==> config.mk <==
export PLATFORM = sky130hd
export DESIGN_NAME = adc_ctrl
export DESIGN_NICKNAME = d
export VERILOG_FILES = /design/src/rtl/adc_ctrl_pkg.sv /design/src/rtl/adc_ctrl_seq.sv /design/src/rtl/adc_ctrl_regs.sv /design/src/rtl/adc_ctrl.sv
export SDC_FILE = /design/constraint.sdc
export NUM_CORES = 1
export LEC_CHECK = 0
export BUFFER_PORTS_ARGS = -buffer_cell sky130_fd_sc_hd__buf_2
export CAP_MARGIN = 0
export CORE_MARGIN = 5
export CORE_UTILIZATION = 50
export DETAILED_ROUTE_END_ITERATION = 16
export GPL_ROUTABILITY_DRIVEN = 0
export PLACE_DENSITY = 0.79
export SYNTH_ARGS = -nofsm -noshare
export SYNTH_HDL_FRONTEND = slang
export SYNTH_SLANG_ARGS = --single-unit
==> constraint.sdc <==
create_clock -name clk_i -period 1.4 [get_ports clk_i]
set_input_delay 0.21 -clock clk_i [delete_from_list [all_inputs] [get_ports clk_i]]
set_output_delay 0.21 -clock clk_i [all_outputs]
set_load 0.02 [all_outputs]
==> src/rtl/adc_ctrl_pkg.sv <==
package adc_ctrl_pkg;
  localparam int unsigned ADDR_W = 3;
  localparam int unsigned DATA_W = 8;

  typedef enum logic [ADDR_W-1:0] {
    A_CTRL = 3'd0,
    A_CFG  = 3'd1,
    A_RHI  = 3'd2,
    A_RLO  = 3'd3,
    A_IEN  = 3'd4
  } addr_e;

  localparam int unsigned B_START = 3;
  localparam int unsigned B_EOC   = 4;
  localparam int unsigned B_EN    = 5;
  localparam int unsigned B_PREC  = 6;
endpackage

==> src/rtl/adc_ctrl_seq.sv <==
module adc_ctrl_seq #(
  parameter int unsigned CH_W = 3
) (
  input  logic            clk_i,
  input  logic            rst_ni,
  input  logic            pend_i,
  input  logic [CH_W-1:0] chan_i,
  input  logic            prec_i,
  input  logic            done_i,
  output logic            start_o,
  output logic [CH_W-1:0] chan_o,
  output logic            prec_o,
  output logic            busy_o,
  output logic            cap_o
);
  logic            busy_q;
  logic [CH_W-1:0] chan_q;
  logic            prec_q;

  assign start_o = pend_i && !busy_q;
  assign cap_o   = done_i && busy_q;
  assign busy_o  = busy_q;
  // hold channel and mode while running; present live field at start
  assign chan_o  = busy_q ? chan_q : chan_i;
  assign prec_o  = busy_q ? prec_q : prec_i;

  always_ff @(posedge clk_i or negedge rst_ni) begin
    if (!rst_ni) begin
      busy_q <= 1'b0;
      chan_q <= '0;
      prec_q <= 1'b0;
    end else if (start_o) begin
      busy_q <= 1'b1;
      chan_q <= chan_i;
      prec_q <= prec_i;
    end else if (cap_o) begin
      busy_q <= 1'b0;
    end
  end
endmodule

==> src/rtl/adc_ctrl_regs.sv <==
module adc_ctrl_regs
  import adc_ctrl_pkg::*;
#(
  parameter int unsigned NCH   = 8,
  parameter int unsigned RES_W = 10,
  localparam int unsigned CH_W = $clog2(NCH),
  localparam int unsigned LO_W = RES_W - DATA_W
) (
  input  logic              clk_i,
  input  logic              rst_ni,
  input  logic              sel_i,
  input  logic              we_i,
  input  logic [ADDR_W-1:0] addr_i,
  input  logic [DATA_W-1:0] wdata_i,
  output logic [DATA_W-1:0] rdata_o,
  input  logic              accept_i,
  input  logic              cap_i,
  input  logic [RES_W-1:0]  res_i,
  input  logic              busy_i,
  output logic [CH_W-1:0]   chan_o,
  output logic              prec_o,
  output logic              pend_o,
  output logic              eoc_o,
  output logic              ien_o,
  output logic [NCH-1:0]    mask_o
);
  logic              wr, wr_ctrl, start_req;
  logic [CH_W-1:0]   chan_q;
  logic              en_q, prec_q, start_q, eoc_q, ien_q;
  logic [NCH-1:0]    mask_q;
  logic [RES_W-1:0]  res_q;

  assign wr      = sel_i && we_i;
  assign wr_ctrl = wr && (addr_i == A_CTRL);
  assign start_req = wr_ctrl && wdata_i[B_START] && wdata_i[B_EN]
                   && !busy_i && !start_q
                   && !(wdata_i[B_PREC] && !ien_q);

  always_ff @(posedge clk_i or negedge rst_ni) begin
    if (!rst_ni) begin
      chan_q  <= '0;
      en_q    <= 1'b0;
      prec_q  <= 1'b0;
      start_q <= 1'b0;
      eoc_q   <= 1'b0;
      ien_q   <= 1'b0;
      mask_q  <= '0;
      res_q   <= '0;
    end else begin
      if (wr_ctrl) begin
        chan_q <= wdata_i[CH_W-1:0];
        en_q   <= wdata_i[B_EN];
        prec_q <= wdata_i[B_PREC];
      end
      if (accept_i)       start_q <= 1'b0;
      else if (start_req) start_q <= 1'b1;
      // set has priority over a software clear in the same cycle
      if (cap_i)                              eoc_q <= 1'b1;
      else if (wr_ctrl && !wdata_i[B_EOC])    eoc_q <= 1'b0;
      if (wr && addr_i == A_CFG) mask_q <= wdata_i[NCH-1:0];
      if (wr && addr_i == A_IEN) ien_q  <= wdata_i[0];
      if (cap_i) res_q <= res_i;
    end
  end

  always_comb begin
    rdata_o = '0;
    if (sel_i && !we_i) begin
      unique case (addr_i)
        A_CTRL: begin
          rdata_o[CH_W-1:0] = chan_q;
          rdata_o[B_START]  = start_q;
          rdata_o[B_EOC]    = eoc_q;
          rdata_o[B_EN]     = en_q;
          rdata_o[B_PREC]   = prec_q;
        end
        A_CFG:   rdata_o[NCH-1:0]  = mask_q;
        A_RHI:   rdata_o           = res_q[RES_W-1:LO_W];
        A_RLO:   rdata_o[LO_W-1:0] = res_q[LO_W-1:0];
        A_IEN:   rdata_o[0]        = ien_q;
        default: rdata_o = '0;
      endcase
    end
  end

  assign chan_o = chan_q;
  assign prec_o = prec_q;
  assign pend_o = start_q;
  assign eoc_o  = eoc_q;
  assign ien_o  = ien_q;
  assign mask_o = mask_q;
endmodule

==> src/rtl/adc_ctrl.sv <==
module adc_ctrl
  import adc_ctrl_pkg::*;
#(
  parameter int unsigned NCH   = 8,
  parameter int unsigned RES_W = 10,
  localparam int unsigned CH_W = $clog2(NCH)
) (
  input  logic              clk_i,
  input  logic              rst_ni,
  input  logic              sel_i,
  input  logic              we_i,
  input  logic [ADDR_W-1:0] addr_i,
  input  logic [DATA_W-1:0] wdata_i,
  output logic [DATA_W-1:0] rdata_o,
  output logic              conv_start_o,
  output logic [CH_W-1:0]   conv_chan_o,
  output logic              conv_prec_o,
  input  logic              conv_done_i,
  input  logic [RES_W-1:0]  conv_result_i,
  output logic [NCH-1:0]    ain_mask_o,
  output logic              irq_o
);
  logic            pend, busy, cap, eoc, ien, prec;
  logic [CH_W-1:0] chan;

  adc_ctrl_regs #(.NCH(NCH), .RES_W(RES_W)) u_regs (
    .clk_i    (clk_i),
    .rst_ni   (rst_ni),
    .sel_i    (sel_i),
    .we_i     (we_i),
    .addr_i   (addr_i),
    .wdata_i  (wdata_i),
    .rdata_o  (rdata_o),
    .accept_i (conv_start_o),
    .cap_i    (cap),
    .res_i    (conv_result_i),
    .busy_i   (busy),
    .chan_o   (chan),
    .prec_o   (prec),
    .pend_o   (pend),
    .eoc_o    (eoc),
    .ien_o    (ien),
    .mask_o   (ain_mask_o)
  );

  adc_ctrl_seq #(.CH_W(CH_W)) u_seq (
    .clk_i   (clk_i),
    .rst_ni  (rst_ni),
    .pend_i  (pend),
    .chan_i  (chan),
    .prec_i  (prec),
    .done_i  (conv_done_i),
    .start_o (conv_start_o),
    .chan_o  (conv_chan_o),
    .prec_o  (conv_prec_o),
    .busy_o  (busy),
    .cap_o   (cap)
  );

  assign irq_o = eoc && ien;
endmodule

Yosys cells after proc, flatten, opt, wreduce, memory -nomap -nowiden
Index checks and enable logic that the tools add are counted.
{"block": "word_totals", "reg_bits": 31, "latchBits": 0, "mem_bits_rw": 0, "romBits": 0, "input_bits": 26, "elab_cells": 53, "memories": 0}
{"block": "classes", "add_sub_neg": 0, "n_mul": 0, "div_mod_pow": 0, "n_lt_le_gt_ge": 0, "n_eq_ne": 4, "shifts": 0, "mux": 13, "bitwise_logic": 0, "n_reduce_logical": 25}
{"cell": "$logic_and A1 B1 Y1", "count": 15}
{"cell": "$pmux W5 S3", "count": 1}
{"cell": "$mux W8", "count": 1}
{"cell": "$mux W1", "count": 7}
{"cell": "$eq A3 B2 Y1 const B", "count": 2}
{"cell": "$logic_not A1 Y1", "count": 6}
{"cell": "$reduce_bool A2 Y1", "count": 3}
{"cell": "$pmux W1 S5", "count": 1}
{"cell": "$pmux W1 S4", "count": 1}
{"cell": "$eq A3 B1 Y1 const B", "count": 1}
{"cell": "$eq A3 B3 Y1 const B", "count": 1}
{"cell": "$logic_not A3 Y1", "count": 1}
{"cell": "$mux W3", "count": 1}
{"cell": "$pmux W1 S2", "count": 1}

Logic depth before layout (Yosys ltp)
{"block": "depth", "depth_word": 9, "ltp_mapped": 4}

Cells and area by module
Synthesis repeated with hierarchy kept, for this count alone.
{"block": "unflattened", "cells_unflattened": 118, "area_unflattened_um2": 1576.5}
{"module": "adc_ctrl_regs", "instances": 1, "cells_per_inst": 98, "area_each_um2": 1295.0}
{"module": "adc_ctrl_seq", "instances": 1, "cells_per_inst": 19, "area_each_um2": 275.3}
{"module": "adc_ctrl", "instances": 1, "cells_per_inst": 1, "area_each_um2": 6.3}

Worst setup path after synthesis
Ideal clock, no wire load.
{"block": "synth_path", "path_kind": "input-to-output", "start": "input port addr_i[2]", "end": "output port rdata_o[0]", "t_arrival_ps": 1147, "required_time_ps": 1190, "slack_ps": 43, "path_stages": 4, "n_path_buf": 1, "cell_sequence": "or3b_1 -> buf_2 -> a211o_1 -> o21ai_1"}
{"block": "synth_between", "elab_chain_len": 3, "elab_cells_between_ends": 7}
{"item": "from (decl)", "line": "adc_ctrl.sv:12", "rtl": "input logic [ADDR_W-1:0] addr_i,"}
{"item": "$eq A3 B3 Y1, or another cell as far along", "line": "adc_ctrl_regs.sv:69", "rtl": "unique case (addr_i)"}
{"item": "$pmux W1 S5 (*)", "line": "adc_ctrl_regs.sv:69"}
{"item": "$mux W8 (*)", "line": "adc_ctrl_regs.sv:68", "rtl": "if (sel_i && !we_i) begin"}
{"item": "to (decl)", "line": "adc_ctrl.sv:14", "rtl": "output logic [DATA_W-1:0] rdata_o,"}
Mark *: on every way between the ends. The rest lies on a longest branch, timed or not.

Final worst setup path
{"block": "layout_path", "start": "register u_regs.res_q[1]", "end": "output port rdata_o[1]"}
{"block": "layout_between", "elab_chain_len": 2}
{"item": "from (decl)", "line": "adc_ctrl_regs.sv:31", "rtl": "logic [RES_W-1:0] res_q;"}
{"item": "from (signal assigned)", "line": "adc_ctrl_regs.sv:62", "rtl": "if (cap_i) res_q <= res_i;"}
{"item": "$pmux W1 S4", "line": "adc_ctrl_regs.sv:69"}
{"item": "$mux W8", "line": "adc_ctrl_regs.sv:68"}
No other way between the ends.

==> summary.txt <==
Power share of the combinational group - 0.421
Die area - 4220 um2
Mux share of post-synthesis cell area - 0.3007
PD cells - 1533 nW/um2
Die Height - 64.96 um
Clock Power Share - 0.152
Max H-tree Level - 2
Total CTS buffers - 5
Sequential share of power - 0.427
Area leader, netlist - dfrtp_1
Hold_sp - wdata_i[7]
Net Sw Frac - 0.3309
Total Power - 3270 uW
WP data required - 1.19 ns
Synth Flop Type - dfrtp_1
Share of cells above drive strength 1 - 0.6021
Period Utilization, post-route - 1.211
Ys async rst share - 1.000
CTS Root Cell - clkbuf_4
Io pins - 48
Initial core utilization - 0.5071
Syn. warnings - 0
Diode count - 0
Failing checks - negative setup slack
Post-synth top cells - 31 x dfrtp_1, 26 x mux2_2, 10 x a21oi_1, 9 x nand2_1, 7 x mux2_1
CORE AREA - 2978 um2
Post-synthesis xor/xnor area fraction - 0
Nets - 216
Int Power - 2188 uW
Crit. End Element - output pin
Register bit total from synthesis - 31
Clock latency on the worst-skew pair - 0.34 ns
Final Hold Violating Endpoints - 0
Clock sink total - 31
Worst r2r src - u_seq.busy_o$_DFFE_PN0P_
Max Fclk - 589.8 MHz
DRC viols - 0
Initial antenna violation count - 0
Minimum clock period - 1.695 ns
Number of max-cap violations - 0
Worst Skew - 0.005960 ns
Actual slew at the worst max-slew pin - 0.6838 ns
Startpoint class of the critical path - flop
Mapped Cells - 118
Yosys cell types - 27
RSZ-0062 raised after global routing - true
Largest family of logic cells by synthesized area - multiplexers
Die X - 64.96 um
Crit-path max FO - 2
Net switching power - 1082 uW
Dpl hpwl - 2507 um
Relative slew slack - 0.5441
Max IR drop VDD - 0.0007536 V
Vias in the first global route - 1287
ANT nets after route - 0
Vias per Instance - 5.460
Total vias in the final route - 1223
Setup CP Type - flop to output pin
Count leader, synth - dfrtp_1
Sequential element share of the synthesized area - 0.5137
Pleak - 0.001050 uW
Post-Synth Adder-Cell Area - 0
EDFF count, synth - 0
Worst-path clk slew - 0.09 ns
Site row count - 20
Worst Setup Slack, final - -0.2954 ns
Synthesis-to-layout area growth - 41.26%
Mapped Nets - 144
Syn Area/Cell - 12.80 um2
Post-route setup TNS - -1.276 ns
Slew Viols, Final - 0
Run status - finished, violations left
Max clock buf depth - 2
DRT Wirelength - 3669 um
Critical Path Source - u_regs.res_q[1]$_DFFE_PN0P_
CTS tree - built
Post-synth top area share - 0.5137
Synth Area in Compound Gates - 0.05551
Port-buffer cells - 47
Starting DRT DRC Count - 76
DP Worst Slack - -0.04513 ns
Finished Core Util - 0.7164
Pin count of the biggest net entering global routing - 32
Router iterations before antenna repair - 4
Simple-gate share of the synthesized area - 0.1102
Final Setup Violations - 11
Gr usage total - 0.1967
HP Class - input pin to flop
Worst path arrival time - 1.49 ns
Mapped Area - 1510 um2
Gr ovfl total - 0
First-pass GRT wire length - 6168 um
Synth top area cells - dfrtp_1 51%, mux2_2 19%, mux2_1 5.2%, mux2i_1 4.0%, a21oi_1 3.3%
Drt wl/cell - 16.38 um
-- metal layers --
metal / share of wire / routed length (um) / vias to the layer above / global-route usage
met5: 0 / 0 / - / 0
met4: 0.016 / 57 / 0 / 0.07388
met3: 0.047 / 173 / 6 / 0.05893
met2: 0.54 / 1972 / 34 / 0.3461
met1: 0.40 / 1465 / 618 / 0.2226
li1: - / - / 565 / -
-- worst max-delay path, stage by stage (launching register included) --
cell and delay (ns):
dfrtp_1 0.38, mux4_2 0.46, and2b_1 0.18, buf_6 0.13
-- layout by cell type (no fill, tap or decap), drive strengths merged --
master and count:
clkinv 1, inv 2, nand3 1, o21ai 2, dlygate4sd3 1, o2111ai 1, dfrtp 31, a21oi 10
buf 68, nor3b 1, or3b 1, and2 1, mux4 1, nand4b 1, nor2 1, clkbuf 7
nand2 10, nor2b 1, nand3b 1, a211o 1, mux2 33, nand2b 1, a31oi 1, or2 5
mux2i 6, and2b 2
-- final cells by class --
class,instances,area (um2)
clock inverters,1,5.005
flip-flops and latches,31,777.0
multi-input cells,81,753.2
inverters,2,7.507
repair buffers,69,504.2
well taps,33,41.29
clock buffers,7,45.04
fillers,194,844.6
-- stage by stage --
step / instances / instance area (um2) / hold slack, ns
6_report: 224 / 2133 / 0.08557
5_1_grt: 224 / 2133 / 0.08766
4_1_cts: 223 / 2092 / 0.07710
3_5_place_dp: 201 / 1842 / 0.2980
3_3_place_gp: 201 / 1842 / 0.2810
2_1_floorplan: 118 / 1510 / -0.08559
-- what timing repair did --
action / 4_1_cts / 5_1_grt
pin swaps: 2 / 1
resized for setup: 30 / 11
setup buffers: 13 / 1
hold buffers: 1 / 0
endpoints found under the hold margin: 31 / 0
setup endpoints to repair: 13 / 24
-- kinds of logic (layout without fill, tap and decap cells) --
| kind of cell | after synthesis | count (layout) |
|---|---|---|
| flip-flops | 31 | 31 |
| AND/OR/NAND/NOR | 26 | 26 |
| buffers and inverters | 6 | 79 |
| multiplexers | 40 | 40 |
| AO/OA/AOI/OAI | 15 | 15 |
-- registers in the layout (all words and copies together) (netlist names) --
name,count
u_seq.prec_q,1
u_seq.chan_q,3
u_regs.pend_o,1
u_regs.prec_o,1
u_regs.ien_o,1
u_seq.busy_o,1
u_regs.en_q,1
u_regs.eoc_o,1
u_regs.res_q,10
u_regs.mask_o,8
u_regs.chan_o,3
-- power by group through the flow --
stage | sequential, uW | clock [uW] | combinational, uW
CTS | 1370 | 511 | 1310
global route | 1430 | 555 | 1470
floorplan | 1390 | 0 | 656
detailed placement | 1420 | 0 | 1000
global placement | 1400 | 0 | 965
finish | 1390 | 497 | 1380
-- path summary, 6_finish.rpt --
path | end | slack (ns) | cells past startpoint
setup / recovery | rdata_o[1] | -0.30 | 3
hold / removal | u_regs.mask_o[7]$_DFFE_PN0P_ | 0.09 | 2
setup reg to reg | u_regs.res_q[7]$_DFFE_PN0P_ | 0.08 | 4
hold reg to reg | u_regs.res_q[1]$_DFFE_PN0P_ | 0.51 | 1
max in group asynchronous | u_seq.busy_o$_DFFE_PN0P_ | 0.49 | 2
min in group asynchronous | u_seq.prec_q$_DFFE_PN0P_ | 0.43 | 2
Note: power is estimated with default switching activity, not from simulation.
